### src/rtl/rsp_pkg.sv
package rsp_pkg;
  localparam int ADDR_W  = 10;
  localparam int SYM_W   = 9;
  localparam int WORD_W  = 32;
  localparam int CNT_W   = 3;

  typedef enum logic [2:0] {
    S_IDLE, S_PARSE, S_SCAN, S_RD_LO, S_RD_HI, S_WR_LO, S_WR_HI, S_FIN
  } rsp_state_t;

  // low byte address of zero-based symbol p
  function automatic logic [ADDR_W-1:0] sym_byte_addr(input logic [SYM_W-1:0] p);
    return {1'b0, p} + {4'b0, p[SYM_W-1:3]};
  endfunction

  function automatic logic [2:0] sym_shift(input logic [SYM_W-1:0] p);
    return p[2:0];
  endfunction

  // XOR shifted mask into little-endian 16-bit pair
  function automatic logic [15:0] sym_patch(input logic [15:0] pair,
                                            input logic [SYM_W-1:0] mask,
                                            input logic [2:0] ofs);
    return pair ^ ({7'b0, mask} << ofs);
  endfunction
endpackage

### src/rtl/rsp_report_decode.sv
module rsp_report_decode
  import rsp_pkg::*;
(
  input  logic [WORD_W-1:0] err_word,
  output logic              pos_ok,
  output logic [ADDR_W-1:0] byte_addr,
  output logic [2:0]        bit_ofs,
  output logic [SYM_W-1:0]  mask
);
  logic [SYM_W-1:0] pos_one;
  logic [SYM_W-1:0] pos_zero;
  logic             unused_fields;

  assign pos_one       = err_word[24:16];
  assign mask          = err_word[8:0];
  assign pos_ok        = (pos_one != '0);
  assign pos_zero      = pos_one - 1'b1;
  assign byte_addr     = sym_byte_addr(pos_zero);
  assign bit_ofs       = sym_shift(pos_zero);
  assign unused_fields = ^{err_word[31:25], err_word[15:9]};
endmodule

### src/rtl/rsp_patch_merge.sv
module rsp_patch_merge
  import rsp_pkg::*;
(
  input  logic [7:0]       lo_in,
  input  logic [7:0]       hi_in,
  input  logic [SYM_W-1:0] mask,
  input  logic [2:0]       bit_ofs,
  output logic [7:0]       lo_out,
  output logic [7:0]       hi_out
);
  logic [15:0] pair_new;
  assign pair_new = sym_patch({hi_in, lo_in}, mask, bit_ofs);
  assign lo_out   = pair_new[7:0];
  assign hi_out   = pair_new[15:8];
endmodule

### src/rtl/rsp_sequencer.sv
module rsp_sequencer
  import rsp_pkg::*;
#(
  parameter int SECTOR_BYTES = 512,
  parameter int MAX_FIX      = 4,
  localparam int IDX_W       = $clog2(MAX_FIX + 1),
  localparam int SEL_W       = $clog2(MAX_FIX)
) (
  input  logic                      clk,
  input  logic                      rst_n,
  input  logic                      start,
  input  logic [WORD_W-1:0]         status_in,
  input  logic [MAX_FIX*WORD_W-1:0] err_in,
  output logic [WORD_W-1:0]         cur_word,
  input  logic                      pos_ok,
  input  logic [ADDR_W-1:0]         byte_addr,
  output logic [7:0]                lo_q,
  input  logic [7:0]                new_lo,
  input  logic [7:0]                new_hi,
  output logic                      ram_en,
  output logic                      ram_we,
  output logic [ADDR_W-1:0]         ram_addr,
  output logic [7:0]                ram_wdata,
  input  logic [7:0]                ram_rdata,
  output logic                      busy,
  output logic                      done,
  output logic [IDX_W-1:0]          fix_count,
  output logic                      uncorrectable
);
  rsp_state_t        state;
  logic [WORD_W-1:0] words_q [MAX_FIX];
  logic [CNT_W-1:0]  cnt_q;
  logic              unc_q, err_q;
  logic [IDX_W-1:0]  idx, lim_q;
  logic [ADDR_W-1:0] addr_q;
  logic [7:0]        hi_new_q;
  logic              unused_status;

  // named internal events for the checks
  logic wr_lo_evt, wr_hi_evt, in_sector;

  assign unused_status = ^status_in[28:2];
  assign cur_word  = (idx < IDX_W'(MAX_FIX)) ? words_q[idx[SEL_W-1:0]] : '0;
  assign wr_lo_evt = (state == S_WR_LO);
  assign wr_hi_evt = (state == S_WR_HI);
  assign ram_en    = (state == S_RD_LO) || (state == S_RD_HI) || wr_lo_evt || wr_hi_evt;
  assign ram_addr  = ((state == S_RD_HI) || wr_hi_evt) ? addr_q + 1'b1 : addr_q;
  assign in_sector = (ram_addr < ADDR_W'(SECTOR_BYTES));
  assign ram_we    = (wr_lo_evt || wr_hi_evt) && in_sector;
  assign ram_wdata = wr_lo_evt ? new_lo : hi_new_q;
  assign busy      = (state != S_IDLE);
  assign done      = (state == S_FIN);

  always_ff @(posedge clk) begin
    if (!rst_n) begin
      state         <= S_IDLE;
      cnt_q         <= '0;
      unc_q         <= 1'b0;
      err_q         <= 1'b0;
      idx           <= '0;
      lim_q         <= '0;
      addr_q        <= '0;
      lo_q          <= '0;
      hi_new_q      <= '0;
      fix_count     <= '0;
      uncorrectable <= 1'b0;
      for (int i = 0; i < MAX_FIX; i++) words_q[i] <= '0;
    end else begin
      case (state)
        S_IDLE: if (start) begin
          cnt_q         <= status_in[31:29];
          unc_q         <= status_in[1];
          err_q         <= status_in[0];
          for (int i = 0; i < MAX_FIX; i++) words_q[i] <= err_in[i*WORD_W +: WORD_W];
          fix_count     <= '0;
          uncorrectable <= 1'b0;
          state         <= S_PARSE;
        end
        S_PARSE: begin
          idx   <= '0;
          lim_q <= (IDX_W'(cnt_q) > IDX_W'(MAX_FIX)) ? IDX_W'(MAX_FIX) : IDX_W'(cnt_q);
          if (unc_q) begin
            uncorrectable <= 1'b1;
            state         <= S_FIN;
          end else if (!err_q) begin
            state <= S_FIN;
          end else begin
            state <= S_SCAN;
          end
        end
        S_SCAN: begin
          if (idx >= lim_q) begin
            state <= S_FIN;
          end else if (pos_ok) begin
            addr_q <= byte_addr;
            state  <= S_RD_LO;
          end else begin
            idx <= idx + 1'b1;
          end
        end
        S_RD_LO: state <= S_RD_HI;
        S_RD_HI: begin
          lo_q  <= ram_rdata;
          state <= S_WR_LO;
        end
        S_WR_LO: begin
          hi_new_q <= new_hi;
          state    <= S_WR_HI;
        end
        S_WR_HI: begin
          idx       <= idx + 1'b1;
          fix_count <= fix_count + 1'b1;
          state     <= S_SCAN;
        end
        S_FIN:   state <= S_IDLE;
        default: state <= S_IDLE;
      endcase
    end
  end


  done_pulse_chk: assert property (@(posedge clk) disable iff (!rst_n) done |=> !done);

  done_busy_chk: assert property (@(posedge clk) disable iff (!rst_n) done |=> !busy);

  unc_nowrite_chk: assert property (@(posedge clk) disable iff (!rst_n)
    (uncorrectable && busy) |-> !ram_en);

  unc_zero_chk: assert property (@(posedge clk) disable iff (!rst_n)
    (done && uncorrectable) |-> (fix_count == '0));

  hi_after_lo_chk: assert property (@(posedge clk) disable iff (!rst_n)
    wr_hi_evt |-> ($past(wr_lo_evt) && ram_addr == ADDR_W'($past(ram_addr) + 1'b1)));

  count_cap_chk: assert property (@(posedge clk) disable iff (!rst_n)
    done |-> (fix_count <= IDX_W'(MAX_FIX)));

  we_sector_chk: assert property (@(posedge clk) disable iff (!rst_n)
    ram_we |-> (ram_addr < ADDR_W'(SECTOR_BYTES)));

  job_hold_chk: assert property (@(posedge clk) disable iff (!rst_n)
    (busy && $past(busy)) |-> ($stable(cnt_q) && $stable(unc_q) && $stable(err_q)));
endmodule

### src/rtl/rs_symbol_patcher.sv
module rs_symbol_patcher
  import rsp_pkg::*;
#(
  parameter int SECTOR_BYTES = 512,
  parameter int MAX_FIX      = 4,
  localparam int IDX_W       = $clog2(MAX_FIX + 1)
) (
  input  logic                      clk,
  input  logic                      rst_n,
  input  logic                      start,
  input  logic [WORD_W-1:0]         status_word,
  input  logic [MAX_FIX*WORD_W-1:0] err_words,
  output logic                      busy,
  output logic                      done,
  output logic [IDX_W-1:0]          fix_count,
  output logic                      uncorrectable,
  output logic                      ram_en,
  output logic                      ram_we,
  output logic [ADDR_W-1:0]         ram_addr,
  output logic [7:0]                ram_wdata,
  input  logic [7:0]                ram_rdata
);
  logic [WORD_W-1:0] cur_word;
  logic              pos_ok;
  logic [ADDR_W-1:0] byte_addr;
  logic [2:0]        bit_ofs;
  logic [SYM_W-1:0]  mask;
  logic [7:0]        lo_q, new_lo, new_hi;

  rsp_report_decode u_decode (
    .err_word (cur_word),
    .pos_ok   (pos_ok),
    .byte_addr(byte_addr),
    .bit_ofs  (bit_ofs),
    .mask     (mask)
  );

  rsp_patch_merge u_merge (
    .lo_in  (lo_q),
    .hi_in  (ram_rdata),
    .mask   (mask),
    .bit_ofs(bit_ofs),
    .lo_out (new_lo),
    .hi_out (new_hi)
  );

  rsp_sequencer #(
    .SECTOR_BYTES(SECTOR_BYTES),
    .MAX_FIX     (MAX_FIX)
  ) u_seq (
    .clk          (clk),
    .rst_n        (rst_n),
    .start        (start),
    .status_in    (status_word),
    .err_in       (err_words),
    .cur_word     (cur_word),
    .pos_ok       (pos_ok),
    .byte_addr    (byte_addr),
    .lo_q         (lo_q),
    .new_lo       (new_lo),
    .new_hi       (new_hi),
    .ram_en       (ram_en),
    .ram_we       (ram_we),
    .ram_addr     (ram_addr),
    .ram_wdata    (ram_wdata),
    .ram_rdata    (ram_rdata),
    .busy         (busy),
    .done         (done),
    .fix_count    (fix_count),
    .uncorrectable(uncorrectable)
  );
endmodule

### config.mk
export PLATFORM = sky130hd
export DESIGN_NAME = rs_symbol_patcher
export DESIGN_NICKNAME = d
export VERILOG_FILES = /design/src/rtl/rsp_pkg.sv /design/src/rtl/rsp_report_decode.sv /design/src/rtl/rsp_patch_merge.sv /design/src/rtl/rsp_sequencer.sv /design/src/rtl/rs_symbol_patcher.sv
export SDC_FILE = /design/constraint.sdc
export NUM_CORES = 1
export LEC_CHECK = 0
export BUFFER_PORTS_ARGS = -buffer_cell sky130_fd_sc_hd__buf_4
export CORE_AREA = 3 3 176 109
export CTS_BUF_LIST = sky130_fd_sc_hd__clkbuf_8
export DETAILED_ROUTE_END_ITERATION = 8
export DIE_AREA = 0 0 179 112
export RECOVER_POWER = 100
export SLEW_MARGIN = 20
export SYNTH_ARGS = -nofsm -noshare
export SYNTH_HDL_FRONTEND = slang
export SYNTH_SLANG_ARGS = --single-unit
### constraint.sdc
create_clock -name clk -period 5.6 [get_ports clk]
set_clock_uncertainty 0.2 [all_clocks]
set_input_delay 0.28 -clock clk [delete_from_list [all_inputs] [get_ports clk]]
set_output_delay 0.28 -clock clk [all_outputs]
set_load 0.03 [all_outputs]
==> Implementation_results.wiki, run 1 <==
{| class="wikitable"
! Metric !! Value
|-
| Launching element type of the critical path || flip-flop
|-
| Drc violations || 0
|-
| Chip Width || 179 um
|-
| Required time at the endpoint of the critical path || 5120 ps
|-
| Share of the synthesized area in the top cell type || 33.1%
|-
| Syn_area_per_cell || 10.8 um^2
|-
| Wirelength, routed || 17500 um
|-
| Aggregate global routing overflow || 0
|-
| Final #Nets || 985
|-
| Violated checks || capacitance limit, slew limit
|-
| Core Util, Final || 48.9%
|-
| Number of sinks handled by clock tree synthesis || 118
|-
| Status || finished with violations
|-
| DIE HEIGHT || 112 um
|-
| Number of detailed-route iterations in the first pass || 6
|-
| Clock transition at path regs || 80 ps
|-
| Worst slack at placement || 1070 ps
|-
| Compound-gate portion of the synthesized area || 10.2%
|-
| Combinational family with the most area after synthesis || simple AND/OR/NAND/NOR gates
|-
| Number of synthesized register bits || 118
|-
| Crit-path max FO || 17
|-
| Non-filler cells, final || 1049
|-
| Gp weighted congestion || 0.861
|-
| Simple-Gate Fraction of Synth Area || 20.1%
|-
| Maximum capacitance violations || 2
|-
| Min-delay src || start
|-
| Initial Utilization || 36.6%
|-
| Warnings from Yosys || 0
|-
| Fin. Hold Viols || 0
|-
| Port buffer count || 113
|-
| Main area contributors after synthesis || edfxtp_1 33%, dfxtp_1 14%, and2_1 7.2%
|-
| Proportion of synthesized area in mux cells || 12.0%
|-
| Synth Area in XOR/XNOR || 3.35%
|-
| Count of H-tree levels built during CTS || 4
|-
| F_max || 0.210 GHz
|-
| Commonest cells in the netlist || 75 x and2_1, 72 x edfxtp_1, 47 x nor2_1
|-
| Vias in the first global route || 5368
|-
| Overall via count from detail_route || 5316
|-
| Peak ir drop on the vdd network || 175 uV
|-
| Number of pins with negative max-slew slack in the final report || 126
|-
| Number of enable flip-flop cells after synthesis || 72
|-
| Clk buf depth || 2
|-
| Count of nets left with antenna violations after detail routing || 0
|-
| HPWL reported at the end of detailed placement || 11900 um
|-
| Clk Tree Root Cell || clkbuf_8
|-
| DR iter-0 viols || 403
|-
| Resized cells post-CTS || 0
|-
| Area of the core region || 17800 um^2
|-
| RSZ-0062 raised after global routing || no
|-
| Setup_tns || 0 ps
|-
| Origin of the critical flop-to-flop path || u_seq.state[0]
|-
| Average wire length per cell after detail routing || 16.7 um
|-
| Total die area || 20000 um^2
|-
| Post-CTS Setup Bufs || 0
|-
| Placed cell count || 930
|-
| CTS hold repair buffers || 86
|-
| Adder-cell share of the synthesized area || 3.56%
|-
| Num rows || 38
|-
| Pin count of the biggest net entering global routing || 73
|-
| Synthesized Nets || 796
|-
| Cell with the most instances after synthesis || and2_1
|-
| TritonCTS clock tree || built
|-
| # IOs || 197
|-
| Kind of capture point of the worst setup path || output port
|-
| Minimum clock period after layout || 4770 ps
|-
| Count of different cell masters after synthesis || 64
|-
| Antenna diode count || 0
|-
| Global-route wire length before repair || 28300 um
|-
| Synthesized instance count || 607
|-
| Share of final-layout standard cells stronger than drive strength 1 || 19.0%
|-
| Area added between synthesis and finish || 33.6%
|-
| Leak pwr || 0.00342 uW
|-
| Power density over the cells || 391 nW/um^2
|-
| WS Path Type || flip-flop to output port
|-
| Portion of the clock cycle consumed by the worst path in the final layout || 85.1%
|-
| Dominant synthesized flop cell || edfxtp_1
|-
| Avg Vias per Cell || 5.07
|-
| Overall track demand over capacity in global routing || 18.2%
|-
| Pin slew with the least headroom to its limit || 1760 ps
|-
| Clock insertion delay at the later pin of the skew report || 440 ps
|-
| Min setup slack post-route || 835 ps
|-
| Hold slack || 46.0 ps
|-
| Worst hold-check path type || input pin to flip-flop
|-
| Antenna violations before repair || 0
|-
| Arrival time of data at the critical path endpoint || 4290 ps
|-
| Setup Viol. Count Final || 0
|-
| Share of the yosys chip area belonging to registers || 47.2%
|-
| Post-synthesis async set-or-reset flop share || 0%
|-
| Slew HR || -17.3%
|-
| Mapped Area || 6530 um^2
|-
| Number of clock buffers inserted by TritonCTS || 17
|-
| Yosys top cell by area || edfxtp_1
|}
## per-layer routing
metal | GRT usage (%) | vias up | routed length (um)
met1 | 27.9 | 2509 | 8860
met4 | 4.15 | 0 | 146
met2 | 25.9 | 208 | 7210
li1 | - | 2587 | -
met3 | 4.33 | 12 | 1300
met5 | 0 | - | 0
## cell type report
cell class / instances / area (um^2)
fillers: 1626 / 9100
multi-input cells: 438 / 3190
clock inverters: 15 / 193
inverters: 15 / 58.8
flip-flops and latches: 118 / 3080
repair buffers: 206 / 1670
well taps: 240 / 300
clock buffers: 17 / 234
## final timing paths
check	to	slack [ps]	cells past startpoint
min	u_seq.uncorrectable	50	3
min reg2reg	u_seq.lo_q[3]	280	2
max reg2reg	u_seq.words_q[1][2]	950	6
max	ram_wdata[5]	830	12
## cell families after synthesis
family / count (synthesis)
AO/OA/AOI/OAI: 101
XOR/XNOR: 25
adder cells (fa/ha/maj): 18
buffers and inverters: 51
flip-flops: 118
multiplexers: 50
AND/OR/NAND/NOR: 244
## sequential cells by signal (all words and copies together) (netlist names), named ones only
name,cells
u_seq.err_q,1
u_seq.lim_q,3
u_seq.lo_q,8
u_seq.fix_count,3
u_seq.addr_q,10
u_seq.cnt_q,3
u_seq.unc_q,1
u_seq.hi_new_q,8
u_seq.state,3
u_seq.idx,3
u_seq.uncorrectable,1
u_seq.words_q,72
## where the power goes
| part | total [uW] | switching, uW | leakage (uW) | internal [uW] |
|---|---|---|---|---|
| Sequential | 1180 | 53.8 | 0.00114 | 1120 |
| Combinational | 1380 | 854 | 0.00206 | 523 |
| Clock | 857 | 404 | 0.000220 | 453 |
## placed cells by master, fill, tap and decap left out, drive strengths merged, types with 3 or more instances in the layout
cell type    synthesis  layout
dfxtp               46      46
clkinv               2       6
clkbuf              25      43
xnor2               19      19
a21o                10      10
mux4                20      20
mux2i               25      25
buf                 11      94
bufinv               0       3
a211oi              11      11
edfxtp              72      72
o21ai               19      19
and2                75      75
xor2                 6       6
nand2b               8       8
nor2                48      48
mux2                 5       5
nand3               30      30
dlygate4sd3          0      86
nand4                3       3
inv                 13      21
or3                  4       4
and3                 8       8
a21oi               32      32
nand2               43      43
ha                  17      17
a31o                 3       3
a21boi               3       3
nor3b                4       4
a2111oi              3       3
nor3                14      14
o211ai               3       3
## metrics by stage
| stage | total power (uW) | cell area [um^2] |
|---|---|---|
| 5_1_grt | 3620 | 8730 |
| 4_1_cts | 3460 | 8850 |
| 2_1_floorplan | 2170 | 6530 |
| 3_3_place_gp | 2490 | 7560 |
| 6_report | 3410 | 8730 |
| 3_5_place_dp | 2550 | 7560 |
## worst max-delay path, stage by stage, from the launching register on
cell and delay [ps]:
dfxtp_1 350, buf_4 340, mux4_2 610, nand2_1 100, ha_1 290, clkinv_1 260
and3_1 270, nor2_4 380, inv_4 170, mux2_1 380, a21o_1 190, a221o_1 320
buf_4 180
Power figures use the tool's default switching activity.
==> run 2, diff against run 1 <==
BUFFER_PORTS_ARGS = default   (was -buffer_cell sky130_fd_sc_hd__buf_4)
DONT_BUFFER_PORTS = 1   (was default)
==> Implementation_results.wiki, run 2 (synthesis gave the netlist of run 1 again) <==
{| class="wikitable"
! Metric !! Value
|-
| Final #Nets || 878
|-
| F_max || 0.206 GHz
|-
| Avg Vias per Cell || 5.26
|-
| Vias in the first global route || 4850
|-
| Antenna violations before repair || 0
|-
| TritonCTS clock tree || built
|-
| Worst hold-check path type || input pin to flip-flop
|-
| Setup_tns || 0 ps
|-
| Launching element type of the critical path || flip-flop
|-
| Number of pins with negative max-slew slack in the final report || 99
|-
| Hold slack || 59.1 ps
|-
| Total die area || 20000 um^2
|-
| Non-filler cells, final || 942
|-
| Leak pwr || 0.00294 uW
|-
| Most common cell after layout, fill and taps aside || dlygate4sd3_1
|-
| Clock insertion delay at the later pin of the skew report || 440 ps
|-
| Max FFs per register || 72
|-
| # IOs || 197
|-
| Violated checks || capacitance limit, slew limit
|-
| Number of clock buffers inserted by TritonCTS || 17
|-
| Portion of the clock cycle consumed by the worst path in the final layout || 86.6%
|-
| Setup Viol. Count Final || 0
|-
| Global-route wire length before repair || 26000 um
|-
| Area taken by flip-flops and latches || 3080 um^2
|-
| Clock transition at path regs || 80 ps
|-
| Clk Tree Root Cell || clkbuf_8
|-
| Area added between synthesis and finish || 22.0%
|-
| Status || finished with violations
|-
| Average wire length per cell after detail routing || 17.5 um
|-
| RSZ-0062 raised after global routing || no
|-
| Resized cells post-CTS || 0
|-
| Longest individual stage delay on the worst path || 770 ps
|-
| Aggregate global routing overflow || 0
|-
| Initial Utilization || 36.6%
|-
| Count of H-tree levels built during CTS || 4
|-
| Kind of cell adding the most delay to the critical path || multiplexers
|-
| Count of nets left with antenna violations after detail routing || 0
|-
| Overall via count from detail_route || 4957
|-
| Antenna diode count || 0
|-
| Ordered list of cells on the worst path || clkbuf_1, mux4_2, and3_1, nor2_4, inv_4, mux2_1, a211o_1, o211ai_1
|-
| WS Path Type || flip-flop to output port
|-
| Pin slew with the least headroom to its limit || 1750 ps
|-
| Num rows || 38
|-
| Min-delay src || ram_rdata[1]
|-
| Clk buf depth || 2
|-
| Largest registers || u_seq.words_q (72), u_seq.addr_q (10)
|-
| Crit-path max FO || 14
|-
| Pin count of the biggest net entering global routing || 73
|-
| Wirelength, routed || 16500 um
|-
| Crit path buf inv count || 2
|-
| Gp weighted congestion || 0.865
|-
| Register containing the most flip-flops in the final layout || u_seq.words_q
|-
| Arrival time of data at the critical path endpoint || 4370 ps
|-
| Drc violations || 0
|-
| Number of sinks handled by clock tree synthesis || 118
|-
| Share of final-layout standard cells stronger than drive strength 1 || 8.97%
|-
| Footprint of the multi-input gates || 3200 um^2
|-
| Number of detailed-route iterations in the first pass || 5
|-
| HPWL reported at the end of detailed placement || 11400 um
|-
| Minimum clock period after layout || 4850 ps
|-
| Fin. Hold Viols || 0
|-
| Kind of capture point of the worst setup path || output port
|-
| Area of the core region || 17800 um^2
|-
| Power density over the cells || 413 nW/um^2
|-
| Filler instances || 1627
|-
| Commonest cells after routing, fill and taps aside || 87 x dlygate4sd3_1, 72 x edfxtp_1, 64 x and2_0
|-
| Maximum capacitance violations || 2
|-
| Port buffer count || 0
|-
| DR iter-0 viols || 422
|-
| Critical Path Slowest Stage Cell || clkbuf_1
|-
| Placed cell count || 822
|-
| Overall track demand over capacity in global routing || 16.9%
|-
| Required time at the endpoint of the critical path || 5120 ps
|-
| Peak ir drop on the vdd network || 191 uV
|-
| Slew HR || -16.7%
|-
| Chip Width || 179 um
|-
| DIE HEIGHT || 112 um
|}
## run 2: cell count changes in the layout (fill, tap and decap cells not counted), moves of 2 or more
cell      previous run  this run
clkinv_4             4         6
inv_6                6         4
and2_1              20        11
clkbuf_1            25         8
and2_0              55        64
buf_4               94         4
## run 2: layout make-up
| type | instances | share of cell area [%] |
|---|---|---|
| Timing Repair Buffer | 99 | 11.7 |
| Sequential cell | 118 | 38.7 |
| Multi-Input combinational cell | 438 | 40.1 |
| Inverter | 15 | 0.738 |
| Tap cell | 240 | 3.77 |
| Clock buffer | 17 | 2.93 |
| Clock inverter | 15 | 2.13 |
## run 2: path summary, 6_finish.rpt
path	end	slack, ps	cells past startpoint
setup / recovery	ram_wdata[4]	750	8
hold / removal	u_seq.hi_new_q[1]	60	3
setup reg to reg	u_seq.addr_q[7]	820	12
hold reg to reg	u_seq.lo_q[0]	270	2
## run 2: layer usage
metal	wire, um	global-route usage, %
met5	0	0
met4	193	3.73
met3	1140	4.64
met2	6740	23.6
met1	8420	25.8
## run 2: what timing repair did
item	CTS	global route
buffers inserted	0	0
hold endpoints to repair	100	0
hold buffers	87	0
## run 2: tightest hold or removal path, cell delays in order
cell and delay (ps):
or3_1 80, mux2i_1 60, nor4_1 200
## run 2: power breakdown
group          internal (uW)  switching (uW)  total [uW]  leakage, uW
sequential              1120            57.6        1180      0.00114
clock                    407             412         818     0.000201
combinational            470             823        1290      0.00160
## run 2: metrics by stage
step	cell area (um^2)	setup slack (ps)	utilization [%]	total power (uW)
6_report	7970	751	44.7	3290
5_1_grt	7970	365	44.7	3500
4_1_cts	8020	722	45.0	3320
3_5_place_dp	6750	904	37.9	2460
3_3_place_gp	6750	927	37.9	2410
2_1_floorplan	6530	1680	-	2170
==> run 3, diff against run 2 <==
CORE_AREA = 3 3 208 129   (was 3 3 176 109)
DIE_AREA = 0 0 211 132   (was 0 0 179 112)
SYNTH_HIERARCHICAL = 1   (was default)
==> Implementation_results.wiki, run 3 <==
{| class="wikitable"
! Metric !! Value
|-
| Antenna diode count || 0
|-
| Power density over the cells || 391 nW/um^2
|-
| Register containing the most flip-flops in the final layout || u_seq/words_q
|-
| Wirelength, routed || 17000 um
|-
| Warnings from Yosys || 6
|-
| Clk buf depth || 2
|-
| Launching element type of the critical path || flip-flop
|-
| Largest registers || u_seq/words_q (72), u_seq/addr_q (10)
|-
| Count of H-tree levels built during CTS || 4
|-
| Most common cell after layout, fill and taps aside || dlygate4sd3_1
|-
| DR iter-0 viols || 333
|-
| Max FFs per register || 72
|-
| Aggregate global routing overflow || 0
|-
| Share of final-layout standard cells stronger than drive strength 1 || 12.3%
|-
| Final cell area excluding filler cells || 8250 um^2
|-
| Fin. Hold Viols || 0
|-
| Pin count of the biggest net entering global routing || 78
|-
| DIE HEIGHT || 132 um
|-
| Status || finished with violations
|-
| # IOs || 197
|-
| Syn_area_per_cell || 10.6 um^2
|-
| Number of clock buffers inserted by TritonCTS || 17
|-
| Leak pwr || 0.00302 uW
|-
| Clock insertion delay at the later pin of the skew report || 450 ps
|-
| WS Path Type || flip-flop to flip-flop
|-
| Minimum clock period after layout || 5290 ps
|-
| Core Util, Final || 32.9%
|-
| Worst slack at placement || 1160 ps
|-
| Gp weighted congestion || 0.774
|-
| Number of detailed-route iterations in the first pass || 5
|-
| Setup Viol. Count Final || 0
|-
| Count of nets left with antenna violations after detail routing || 0
|-
| Worst hold-check path type || input pin to flip-flop
|-
| Violated checks || capacitance limit, slew limit
|-
| Filler instances || 2539
|-
| Overall track demand over capacity in global routing || 12.5%
|-
| Synthesized instance count || 640
|-
| Final #Nets || 883
|-
| Slew HR || -40.8%
|-
| Total Power Consumption || 3230 uW
|-
| Average wire length per cell after detail routing || 16.3 um
|-
| TritonCTS clock tree || built
|-
| Arrival time of data at the critical path endpoint || 5480 ps
|-
| Antenna violations before repair || 0
|-
| Kind of capture point of the worst setup path || flip-flop
|-
| Portion of the clock cycle consumed by the worst path in the final layout || 94.5%
|-
| Peak ir drop on the vdd network || 176 uV
|-
| Drc violations || 0
|-
| Vias in the first global route || 4731
|-
| HPWL reported at the end of detailed placement || 12000 um
|-
| Avg Vias per Cell || 4.52
|-
| Area added between synthesis and finish || 21.5%
|-
| Number of pins with negative max-slew slack in the final report || 136
|-
| Min setup slack post-route || 309 ps
|-
| Pin slew with the least headroom to its limit || 2110 ps
|-
| Overall via count from detail_route || 4715
|-
| Clock transition at path regs || 80 ps
|-
| F_max || 0.189 GHz
|-
| Global-route wire length before repair || 27000 um
|-
| Synthesized Nets || 821
|-
| Maximum capacitance violations || 3
|-
| Area of the core region || 25100 um^2
|-
| Clk Tree Root Cell || clkbuf_8
|-
| Chip Width || 211 um
|-
| Mapped Area || 6800 um^2
|-
| Commonest cells after routing, fill and taps aside || 89 x dlygate4sd3_1, 72 x edfxtp_1, 71 x nand2_1
|-
| Initial Utilization || 27.1%
|-
| Num rows || 45
|-
| Required time at the endpoint of the critical path || 5790 ps
|-
| Area after detailed placement || 6970 um^2
|-
| Setup_tns || 0 ps
|-
| Number of sinks handled by clock tree synthesis || 118
|-
| Slack of the worst reg-to-reg path || 310 ps
|-
| Port buffer count || 0
|-
| Total die area || 27900 um^2
|-
| Crit-path max FO || 11
|}
## run 3: cell types whose count changed in the layout (fill, tap and decap cells not counted), sizes merged, moves of 10 or more
cell   previous run  this run
xor2              6        20
a21o             10         0
a21oi            32        14
nand2            43        71
nor2             48        18
nor2b             1        32
## run 3: layer usage
layer,vias up,global-route usage [%],routed length [um]
met3,12,3.73,898
met2,139,17.3,6880
met1,2206,18.9,9050
met4,0,2.94,146
li1,2358,-,-
met5,-,0,0
## run 3: critical path, stage by stage, from the launching register on
cell and delay, ps:
dfxtp_2 450, buf_6 220, mux4_2 500, nor2b_1 280, nor2_1 220, nand2_1 90, xnor2_1 170, ha_1 320
a21oi_1 120, o211ai_1 190, a31oi_1 110, a221oi_2 290, o21bai_1 140, o21a_1 220, a211oi_1 360, nand2_1 90
dlygate4sd3_1 570, o21ai_1 120, dlygate4sd3_1 560
## run 3: layout make-up
type	instances	area [um^2]	share of cell area [%]
Clock buffer	17	234	2.84
Sequential cell	118	3090	37.4
Inverter	14	52.6	0.637
Tap cell	329	412	4.99
Clock inverter	15	141	1.71
Timing Repair Buffer	103	1030	12.5
Multi-Input combinational cell	448	3290	39.9
## run 3: worst paths after layout
check | from | to | depth (start not counted)
max | flip-flop | u_seq/addr_q[9] | 18
min | rst_n | u_seq/cnt_q[1] | 2
max reg2reg | flip-flop | u_seq/addr_q[9] | 18
min reg2reg | u_seq/hi_new_q[1] | u_seq/hi_new_q[1] | 2
## run 3: metrics by stage
| stage | hold slack (ps) | instances |
|---|---|---|
| 6_report | 190 | 1044 |
| 5_1_grt | 182 | 1044 |
| 4_1_cts | 57.2 | 1043 |
| 3_5_place_dp | 209 | 921 |
| 3_3_place_gp | 207 | 921 |
| 2_1_floorplan | 206 | 640 |
## run 3: what timing repair did
action                                  in CTS  in global routing
buffers inserted                             0                  1
hold buffers                                90                  0
hold endpoints to repair                   117                  0
resized for setup                            0                  5
endpoints found under the setup margin       0                  1
## run 3: report_power, final
part	leakage, uW	internal (uW)	switching [uW]
clock	0.000191	389	370
sequential	0.00114	1090	81.2
combinational	0.00170	545	756
